`src/rtl/tmr_pkg.sv`:
```
package tmr_pkg;

  typedef enum logic [2:0] {
    CK_STOP     = 3'd0,
    CK_DIV_A    = 3'd1,
    CK_DIV_B    = 3'd2,
    CK_DIV_C    = 3'd3,
    CK_CHAIN    = 3'd4,
    CK_EXT_RISE = 3'd5,
    CK_EXT_FALL = 3'd6,
    CK_EXT_BOTH = 3'd7
  } clk_src_e;

  typedef enum logic [1:0] {
    CLR_OFF     = 2'd0,
    CLR_MATCH_A = 2'd1,
    CLR_MATCH_B = 2'd2,
    CLR_PIN     = 2'd3
  } clr_src_e;

  localparam int ADDR_W      = 3;
  localparam logic [ADDR_W-1:0] RA_CTRL  = 3'd0;
  localparam logic [ADDR_W-1:0] RA_FLAGS = 3'd1;
  localparam logic [ADDR_W-1:0] RA_COUNT = 3'd2;
  localparam logic [ADDR_W-1:0] RA_CMP_A = 3'd3;
  localparam logic [ADDR_W-1:0] RA_CMP_B = 3'd4;

  localparam int NUM_TAPS = 3;
  localparam int FLAG_W   = 3;

endpackage

```
`src/rtl/tmr_prescaler.sv`:
```
module tmr_prescaler #(
  parameter int PRESC_W = 13,
  parameter int TAP0    = 2,
  parameter int TAP1    = 5,
  parameter int TAP2    = 12
) (
  input  logic                          clk,
  input  logic                          rst,
  output logic [tmr_pkg::NUM_TAPS-1:0]  tick_o
);
  localparam int NT = tmr_pkg::NUM_TAPS;

  logic [PRESC_W-1:0] div_q;
  logic [NT-1:0]      tap_prev_q;

  always_ff @(posedge clk) begin
    if (rst) div_q <= '0;
    else     div_q <= div_q + 1'b1;
  end

  for (genvar g = 0; g < NT; g++) begin : g_tap
    localparam int TB = (g == 0) ? TAP0 : (g == 1) ? TAP1 : TAP2;

    always_ff @(posedge clk) begin
      if (rst) tap_prev_q[g] <= 1'b0;
      else     tap_prev_q[g] <= div_q[TB];
    end

    assign tick_o[g] = tap_prev_q[g] & ~div_q[TB];

    p_tick_aligned_r3: assert property (@(posedge clk) disable iff (rst)
      tick_o[g] |-> (div_q[TB:0] == '0));
  end

endmodule

```
`src/rtl/tmr_pin_sync.sv`:
```
module tmr_pin_sync #(
  parameter int STAGES = 2
) (
  input  logic clk,
  input  logic rst,
  input  logic pin_i,
  output logic rise_o,
  output logic fall_o
);
  logic [STAGES:0] sh_q;

  always_ff @(posedge clk) begin
    if (rst) sh_q <= '0;
    else     sh_q <= {sh_q[STAGES-1:0], pin_i};
  end

  assign rise_o =  sh_q[STAGES-1] & ~sh_q[STAGES];
  assign fall_o = ~sh_q[STAGES-1] &  sh_q[STAGES];

  p_single_edge_r4: assert property (@(posedge clk) disable iff (rst)
    rise_o |=> !rise_o);

endmodule

```
`src/rtl/tmr_channel.sv`:
```
module tmr_channel
  import tmr_pkg::*;
#(
  parameter int CNT_W = 8
) (
  input  logic                 clk,
  input  logic                 rst,
  input  logic [NUM_TAPS-1:0]  tick_i,
  input  logic                 ext_rise_i,
  input  logic                 ext_fall_i,
  input  logic                 pin_clr_i,
  input  logic                 chain_i,
  input  logic                 wr_en_i,
  input  logic [ADDR_W-1:0]    wr_addr_i,
  input  logic [CNT_W-1:0]     wr_data_i,
  input  logic [ADDR_W-1:0]    rd_addr_i,
  output logic [CNT_W-1:0]     rd_val_o,
  output clk_src_e             src_o,
  output logic                 step_o,
  output logic                 ovf_pulse_o,
  output logic                 cma_pulse_o
);
  localparam logic [CNT_W-1:0] CNT_MAX = '1;

  clk_src_e           src_q;
  clr_src_e           clr_q;
  logic [CNT_W-1:0]   cnt_q, cmp_a_q, cmp_b_q;
  logic [FLAG_W-1:0]  flags_q;
  logic               eq_a_q, eq_b_q;
  logic               eq_a, eq_b, hit_a, hit_b;
  logic               step, clr_evt, wr_cnt, wrap;

  assign wr_cnt = wr_en_i && (wr_addr_i == RA_COUNT);

  always_comb begin
    unique case (src_q)
      CK_DIV_A:    step = tick_i[0];
      CK_DIV_B:    step = tick_i[1];
      CK_DIV_C:    step = tick_i[2];
      CK_CHAIN:    step = chain_i;
      CK_EXT_RISE: step = ext_rise_i;
      CK_EXT_FALL: step = ext_fall_i;
      CK_EXT_BOTH: step = ext_rise_i | ext_fall_i;
      default:     step = 1'b0;
    endcase
  end

  assign eq_a  = (cnt_q == cmp_a_q);
  assign eq_b  = (cnt_q == cmp_b_q);
  assign hit_a = eq_a & ~eq_a_q;
  assign hit_b = eq_b & ~eq_b_q;

  always_comb begin
    unique case (clr_q)
      CLR_MATCH_A: clr_evt = hit_a;
      CLR_MATCH_B: clr_evt = hit_b;
      CLR_PIN:     clr_evt = pin_clr_i;
      default:     clr_evt = 1'b0;
    endcase
  end

  assign wrap = step && (cnt_q == CNT_MAX) && !clr_evt && !wr_cnt;

  always_ff @(posedge clk) begin
    if (rst) begin
      src_q   <= CK_STOP;
      clr_q   <= CLR_OFF;
      cmp_a_q <= '1;
      cmp_b_q <= '1;
    end else if (wr_en_i) begin
      if (wr_addr_i == RA_CTRL) begin
        src_q <= clk_src_e'(wr_data_i[2:0]);
        clr_q <= clr_src_e'(wr_data_i[4:3]);
      end
      if (wr_addr_i == RA_CMP_A) cmp_a_q <= wr_data_i;
      if (wr_addr_i == RA_CMP_B) cmp_b_q <= wr_data_i;
    end
  end

  always_ff @(posedge clk) begin
    if (rst)          cnt_q <= '0;
    else if (wr_cnt)  cnt_q <= wr_data_i;
    else if (clr_evt) cnt_q <= '0;
    else if (step)    cnt_q <= cnt_q + 1'b1;
  end

  always_ff @(posedge clk) begin
    if (rst) begin
      eq_a_q      <= 1'b0;
      eq_b_q      <= 1'b0;
      flags_q     <= '0;
      ovf_pulse_o <= 1'b0;
      cma_pulse_o <= 1'b0;
    end else begin
      eq_a_q      <= eq_a;
      eq_b_q      <= eq_b;
      ovf_pulse_o <= wrap;
      cma_pulse_o <= hit_a;
      if (wr_en_i && wr_addr_i == RA_FLAGS)
        flags_q <= (flags_q & wr_data_i[FLAG_W-1:0]) | {wrap, hit_b, hit_a};
      else
        flags_q <= flags_q | {wrap, hit_b, hit_a};
    end
  end

  always_comb begin
    unique case (rd_addr_i)
      RA_CTRL:  rd_val_o = CNT_W'({clr_q, src_q});
      RA_FLAGS: rd_val_o = CNT_W'(flags_q);
      RA_COUNT: rd_val_o = cnt_q;
      RA_CMP_A: rd_val_o = cmp_a_q;
      RA_CMP_B: rd_val_o = cmp_b_q;
      default:  rd_val_o = '0;
    endcase
  end

  assign src_o  = src_q;
  assign step_o = step;

  p_stopped_r2: assert property (@(posedge clk) disable iff (rst)
    (src_q == CK_STOP && !wr_cnt && !clr_evt) |=> $stable(cnt_q));

  p_step_inc_r3: assert property (@(posedge clk) disable iff (rst)
    (step && !clr_evt && !wr_cnt) |=> (cnt_q == $past(cnt_q) + 1'b1));

  p_wrap_flag_r10: assert property (@(posedge clk) disable iff (rst)
    wrap |=> (flags_q[2] && cnt_q == '0));

  p_ovf_sticky_r10: assert property (@(posedge clk) disable iff (rst)
    (flags_q[2] && !(wr_en_i && wr_addr_i == RA_FLAGS)) |=> flags_q[2]);

  p_clear_wins_r13: assert property (@(posedge clk) disable iff (rst)
    (clr_evt && !wr_cnt) |=> (cnt_q == '0));

  p_write_wins_r13: assert property (@(posedge clk) disable iff (rst)
    wr_cnt |=> (cnt_q == $past(wr_data_i)));

  p_match_a_flag_r11: assert property (@(posedge clk) disable iff (rst)
    hit_a |=> flags_q[0]);

endmodule

```
`src/rtl/tmr_pair.sv`:
```
module tmr_pair
  import tmr_pkg::*;
#(
  parameter int CNT_W       = 8,
  parameter int PRESC_W     = 13,
  parameter int SYNC_STAGES = 2
) (
  input  logic              clk,
  input  logic              rst,
  input  logic              ext_clk_i,
  input  logic              ext_rst_i,
  input  logic              wr_en_i,
  input  logic              wr_ch_i,
  input  logic [2:0]        wr_addr_i,
  input  logic [CNT_W-1:0]  wr_data_i,
  input  logic              rd_ch_i,
  input  logic [2:0]        rd_addr_i,
  output logic [CNT_W-1:0]  rd_data_o
);
  localparam int NCH = 2;

  logic [NUM_TAPS-1:0] tick;
  logic                ck_rise, ck_fall, pin_rise, pin_fall_unused;
  logic                chain_block;
  logic [NCH-1:0]      chain_in, step, ovf_p, cma_p;
  clk_src_e            src [NCH];
  logic [CNT_W-1:0]    rd_val [NCH];

  tmr_prescaler #(.PRESC_W(PRESC_W)) u_presc (
    .clk(clk), .rst(rst), .tick_o(tick));

  tmr_pin_sync #(.STAGES(SYNC_STAGES)) u_sync_clk (
    .clk(clk), .rst(rst), .pin_i(ext_clk_i), .rise_o(ck_rise), .fall_o(ck_fall));

  tmr_pin_sync #(.STAGES(SYNC_STAGES)) u_sync_rst (
    .clk(clk), .rst(rst), .pin_i(ext_rst_i), .rise_o(pin_rise), .fall_o(pin_fall_unused));

  assign chain_block = (src[0] == CK_CHAIN) && (src[1] == CK_CHAIN);
  assign chain_in[0] = ovf_p[1] & ~chain_block;
  assign chain_in[1] = cma_p[0] & ~chain_block;

  for (genvar c = 0; c < NCH; c++) begin : g_ch
    tmr_channel #(.CNT_W(CNT_W)) u_ch (
      .clk(clk), .rst(rst),
      .tick_i(tick),
      .ext_rise_i(ck_rise), .ext_fall_i(ck_fall),
      .pin_clr_i(pin_rise),
      .chain_i(chain_in[c]),
      .wr_en_i(wr_en_i && (wr_ch_i == c[0])),
      .wr_addr_i(wr_addr_i), .wr_data_i(wr_data_i),
      .rd_addr_i(rd_addr_i), .rd_val_o(rd_val[c]),
      .src_o(src[c]), .step_o(step[c]),
      .ovf_pulse_o(ovf_p[c]), .cma_pulse_o(cma_p[c]));
  end

  always_ff @(posedge clk) begin
    if (rst) rd_data_o <= '0;
    else     rd_data_o <= rd_ch_i ? rd_val[1] : rd_val[0];
  end

  p_chain_lock_r6: assert property (@(posedge clk) disable iff (rst)
    chain_block |-> (step == '0));

  p_chain_ovf_r5: assert property (@(posedge clk) disable iff (rst)
    (ovf_p[1] && src[0] == CK_CHAIN && src[1] != CK_CHAIN) |-> step[0]);

endmodule

```
`config.mk`:
```
export PLATFORM = sky130hd
export DESIGN_NAME = tmr_pair
export DESIGN_NICKNAME = d
export VERILOG_FILES = /design/src/rtl/tmr_pkg.sv /design/src/rtl/tmr_prescaler.sv /design/src/rtl/tmr_pin_sync.sv /design/src/rtl/tmr_channel.sv /design/src/rtl/tmr_pair.sv
export SDC_FILE = /design/constraint.sdc
export NUM_CORES = 1
export LEC_CHECK = 0
export BUFFER_PORTS_ARGS = -buffer_cell sky130_fd_sc_hd__buf_2
export CORE_MARGIN = 2
export CORE_UTILIZATION = 45
export CTS_BUF_LIST = sky130_fd_sc_hd__clkbuf_16
export DETAILED_ROUTE_END_ITERATION = 10
export HOLD_SLACK_MARGIN = 0.02
export MAX_ROUTING_LAYER = met4
export PLACE_DENSITY_LB_ADDON = 0.08
export SKIP_CTS_REPAIR_TIMING = 1
export SLEW_MARGIN = 20
export SYNTH_ARGS = -nofsm -noshare
export SYNTH_HDL_FRONTEND = slang
export SYNTH_SLANG_ARGS = --single-unit
```
`constraint.sdc`:
```
create_clock -name clk -period 3.7 [get_ports clk]
set_clock_uncertainty 0.1 [all_clocks]
set_input_delay 0.555 -clock clk [delete_from_list [all_inputs] [get_ports clk]]
set_output_delay 0.555 -clock clk [all_outputs]
set_load 0.005 [all_outputs]
```
Yosys cells after proc, flatten, opt, wreduce, memory -nomap -nowiden
Index checks and enable logic that the tools add are counted.
- multiplexer cells: 15
- eq/ne operators: 34
- reductions and logical operators: 27
- bitwise operators: 31
- add/subtract/negate cells: 3
- operator list (cell ; number):
    $pmux W8 S5 ; 2
    $mux W8 ; 7
    $eq A8 B8 Y1 ; 4
    $eq A3 B3 Y1 const B ; 10
    $eq A3 B2 Y1 const B ; 8
    $add A8 B1 Y8 const B ; 2
    $eq A8 B8 Y1 const B ; 2
    $pmux W1 S7 ; 2
    $add A13 B1 Y13 const B ; 1
    $logic_and A1 B1 Y1 ; 13
    $and A1 B1 Y1 ; 12
    $eq A3 B1 Y1 const B ; 4
    $not A1 Y1 ; 12
    $or A3 B3 Y3 ; 4
    $reduce_and A2 Y1 ; 6
    $eq A2 B2 Y1 const B ; 4
    $and A3 B3 Y3 ; 2
    $logic_not A3 Y1 ; 2
    $mux W3 ; 2
    $pmux W1 S3 ; 2
    $reduce_bool A3 Y1 ; 2
    $eq A2 B1 Y1 const B ; 2
    $logic_not A1 Y1 ; 4
    $or A1 B1 Y1 ; 1
- output and inout bits: 8
- input bits: 21
- register bits: 100
- word-level logic and storage cells: 135

Longest topological paths before layout
- depth in word-level cells: 10
- gate-level depth with buffers: 9

Modules after synthesis
Synthesis repeated with hierarchy kept, for this count alone.
- cells, all modules: 624
- area, all modules: 5222.5 um2
- by module, submodules not included (module ; cells an instance ; instances ; area an instance (um2)):
    tmr_channel ; 254 ; 2 ; 2035.7
    tmr_prescaler ; 68 ; 1 ; 625.6
    tmr_pair ; 32 ; 1 ; 342.8
    tmr_pin_sync ; 8 ; 2 ; 91.3

Worst setup path after synthesis
Ideal clock, no wire load.
- path kind: input -> register
- start point: in wr_addr_i[1]
- end point: reg g_ch[0].u_ch.cnt_q[5]
- arrival: 1.997 ns
- slack: 1.508 ns
- cell stages on the path: 7
- cells stage by stage: clkbuf_1 > nor4b_2 > a31oi_1 > o211ai_1 > buf_4 > nor2_1 > a221oi_1
- longest elaborated chain between the ends: 3
- elaborated cells on any way between the ends: 4
- RTL lines (item ; RTL line ; RTL):
    start, declared ; tmr_pair.sv:14 ; input logic [2:0] wr_addr_i,
    $eq A3 B2 Y1 (*) ; tmr_channel.sv:33 ; assign wr_cnt = wr_en_i && (wr_addr_i == RA_COUNT);
    $logic_and A1 B1 Y1 (*) ; tmr_channel.sv:33 ;
    $reduce_bool A3 Y1 (no line) or $mux W8 (tied branches) ; -- ;
    end signal, assigned ; tmr_channel.sv:82 ; else if (wr_cnt) cnt_q <= wr_data_i;
    end signal, assigned ; tmr_channel.sv:84 ; else if (step) cnt_q <= cnt_q + 1'b1;
    end, declared ; tmr_channel.sv:27 ; logic [CNT_W-1:0] cnt_q, cmp_a_q, cmp_b_q;
Mark *: on every way between the ends. The rest lies on a longest branch, timed or not.
A chain may end at the register's enable or synchronous reset.

Worst setup path in the final report
- start point: reg g_ch[0].u_ch.cnt_q[4]
- end point: reg g_ch[0].u_ch.cnt_q[5]
- longest elaborated chain between the ends: 5
- elaborated cells on any way between the ends: 10
- RTL lines (item):
    branches (longest 5 deep; another with $add A8 B1 Y8)
Parallel ways; which one is timed is not known. The select of a mux whose other input is x is not followed.

==> impl_results.md <==
- Worst vdd ir: around 0.00055 V
- R2R Path End: g_ch[0].u_ch.cnt_q[5]
- Largest net degree at the start of global routing: 57
- Die Width: between 100 and 150 µm
- Setup TNS: 0 ns
- Pre-CTS WS: 1.04 ns
- Crit-path slowest cell: o211ai_1
- RSZ-0062 raised after global routing: no
- Cell Chain, Critical Path: xor2_1 -> nor4_1 -> nand2_1 -> o211ai_1 -> nor2_1 -> a221oi_1
- Pre-antenna DRT Iters: 5
- Clock Tree Buf Depth: 2
- Register bit total from synthesis: 100
- Num CTS Buffers: 9
- DRC viols: 0
- Root Driver: clkbuf_16
- Antenna Cells: 0
- First-pass GRT wire length: 22000 µm
- Total global-route track usage: 0.231
- Vias per cell: 5.72
- Status: complete, no violations
- WP depth: 6
- CTS H-tree depth: 3
- TritonCTS clock tree: done
- Syn_nets: 631
- Layout Nets: 631
- Slew margin rel.: 0.308
- RD Place Congestion: 0.827
- Worst R2R Setup Slack: between 1 and 1.5 ns
- Vias in the first global route: 4073
- Commonest non-fill, non-tap cells in the layout: dfxtp_1, nand2_1, nor2_1
- Asr flop ratio synth: 0
- Routed len/inst: 18.1 µm
- Port bufs: 28
- Vias: around 4300
- Core Region: 11300 µm²
- Worst reg-to-reg path cell count: 6
- ANT nets after route: 0
- Initial antenna violation count: 0
- HP Class: in2reg
- Crit share post-route: 0.726
- Number of synthesized flops with an enable pin: 0
- Distinct cells, synth: 59
- Synthesized area per cell: about 8.6 µm²
- Synth Flop Type: dfxtp_1
- Max-Cap Viols: 0
- Crit. End Element: flip-flop
- Setup crit end: g_ch[0].u_ch.cnt_q[5]
- Hold Fails Final Rpt: 0
- Post-Route WL: 13700 µm
- WHS Path Cells: 2
- Crit start category: flip-flop
- Crit Path Class: reg2reg
- Row count: 39
- Max Slew Vio Count: 0
- Layout cells sized above 1: 0.108
- Clk_lat worst skew: 0.36 ns
- Initial DRC count: 331
- Gr ovfl total: 0
- Worst Path Max Fanout: 12
- Worst-margin pin slew: roughly 1.0 ns
- Critical Path Source: g_ch[0].u_ch.cnt_q[4]
- Cell count after synthesis: 605
- Die footprint: 12400 µm²
- Setup ws final: 1.01 ns
- Area delta synth->final: 9.49%
- Pwr/cell area: 402 nW/µm²
- TritonCTS Sinks: 100
- Max Clk Rate: 372 MHz
- CP Data Required Time: 3.86 ns
- CP arrival: approximately 2.8 ns
- Post-synthesis cell area: 5190 µm²
- Starting density of the core: 0.459
- CP bufs+invs: 0
- Most common cell after layout, fill and taps aside: dfxtp_1
- Register Area: about 2000 µm²
- Clock-pin slew on the worst setup and hold paths: 0.07 ns
- Chip height: roughly 110 µm
- Leakage: around 2.1 nW
- Delay-heaviest family, CP: compound AO/OA/AOI/OAI gates
- DP Wirelength: 9760 µm
- Setup violations, final: 0
- Crit-path max cell delay: 0.76 ns
- FILL cells: 1119
- Synth Warn #: 0
- R2r startpoint: g_ch[0].u_ch.cnt_q[4]
- I/O pin cnt: 29
- Final Critical Period: ~2.7 ns
- Area of the multi-input gates: 2930 µm²
- Sequential area share after synthesis: 0.385
## sequential cells by signal (all words and copies together), names as in the netlist, 4 cells and up
signal	cells
g_ch.u_ch.clr_q	4
g_ch.u_ch.cnt_q	16
g_ch.u_ch.src_o	6
rd_data_o	8
g_ch.u_ch.cmp_a_q	16
g_ch.u_ch.flags_q	6
g_ch.u_ch.cmp_b_q	16
u_presc.div_q	13
## Yosys cell counts, drive strengths merged, types with 5 or more instances
cell / number / area [µm²]
dfxtp: 100 / 2000
nand2: 81 / 304
nor2: 59 / 221
mux2i: 44 / 440
xor2: 42 / 368
clkbuf: 29 / 109
nand3: 24 / 120
o21ai: 20 / 100
a221oi: 19 / 191
nor2b: 19 / 119
inv: 17 / 63.8
buf: 16 / 87.6
a21oi: 14 / 70.1
nor4: 11 / 81.3
and3: 8 / 50.1
a211oi: 7 / 52.6
and2: 7 / 43.8
o21a: 7 / 52.6
a31oi: 6 / 37.5
nand2b: 6 / 37.5
nand4: 6 / 37.5
ha: 5 / 62.6
nand3b: 5 / 37.5
## final cells by class
class	instances	area share
well taps	143	0.0315
inverters	17	0.0112
flip-flops and latches	100	0.352
clock inverters	7	0.0154
repair buffers	34	0.0348
multi-input cells	443	0.516
clock buffers	9	0.0396
## cells by family (layout without fill, tap and decap cells)
family                     Yosys count  after routing  share of synthesized area
adders and majority gates            5              5                     0.0120
xor gates and xnor gates            44             44                     0.0742
and+or+nand+nor                    244            244                      0.235
buffers and inverters               62             67                     0.0501
DFF                                100            100                      0.385
AOI/OAI and AO/OA                  102            102                      0.145
muxes                               48             48                     0.0978
## worst min-delay path by stage
stage | from | end | slack, ns
CTS | ext_clk_i | u_sync_clk.sh_q[0] | 0.30
global route | ext_clk_i | u_sync_clk.sh_q[0] | 0.31
global placement | u_presc.div_q[0] | u_presc.div_q[0] | 0.32
floorplan | g_ch[0].u_ch.eq_a_q | g_ch[0].u_ch.cma_pulse_o | 0.31
detailed placement | u_sync_rst.sh_q[0] | u_sync_rst.sh_q[1] | 0.33
finish | ext_clk_i | u_sync_clk.sh_q[0] | 0.31
## per-stage QoR
| stage | hold slack (ns) | power [W] | cell area [µm²] | std cells | util |
|---|---|---|---|---|---|
| after floorplan | 0.310 | 0.00125 | 5190 | 605 | - |
| after global placement | 0.324 | 0.00131 | 5360 | 736 | 0.473 |
| after detailed placement | 0.333 | 0.00131 | 5360 | 736 | 0.473 |
| after CTS | 0.296 | 0.00231 | 5670 | 752 | 0.501 |
| after global routing | 0.314 | 0.00238 | 5690 | 753 | 0.502 |
| final | 0.312 | 0.00228 | 5690 | 753 | 0.502 |
## per-layer routing
metal	vias to the layer above	part of all wire	global-route usage
li1	2115	-	-
met1	2091	0.48	0.307
met2	94	0.47	0.360
met3	8	0.046	0.0539
met4	0	0.0070	0.0551
met5	-	0	-
## worst register-to-register path: cells and delay by family, from the launching register on
kind | cells | cell delay, ns
AO/OA/AOI/OAI | 2 | 1.10
AND/OR/NAND/NOR | 3 | 0.81
flip-flops | 1 | 0.48
XOR/XNOR | 1 | 0.11
## report_power, final
part	total [W]	internal [W]	leakage (nW)	switching [W]
combinational	0.000176	0.0000659	1.16	0.000110
sequential	0.00111	0.00109	0.811	0.0000174
clock	0.000997	0.000543	0.155	0.000454
No activity file was read; power rests on OpenSTA's default activity.
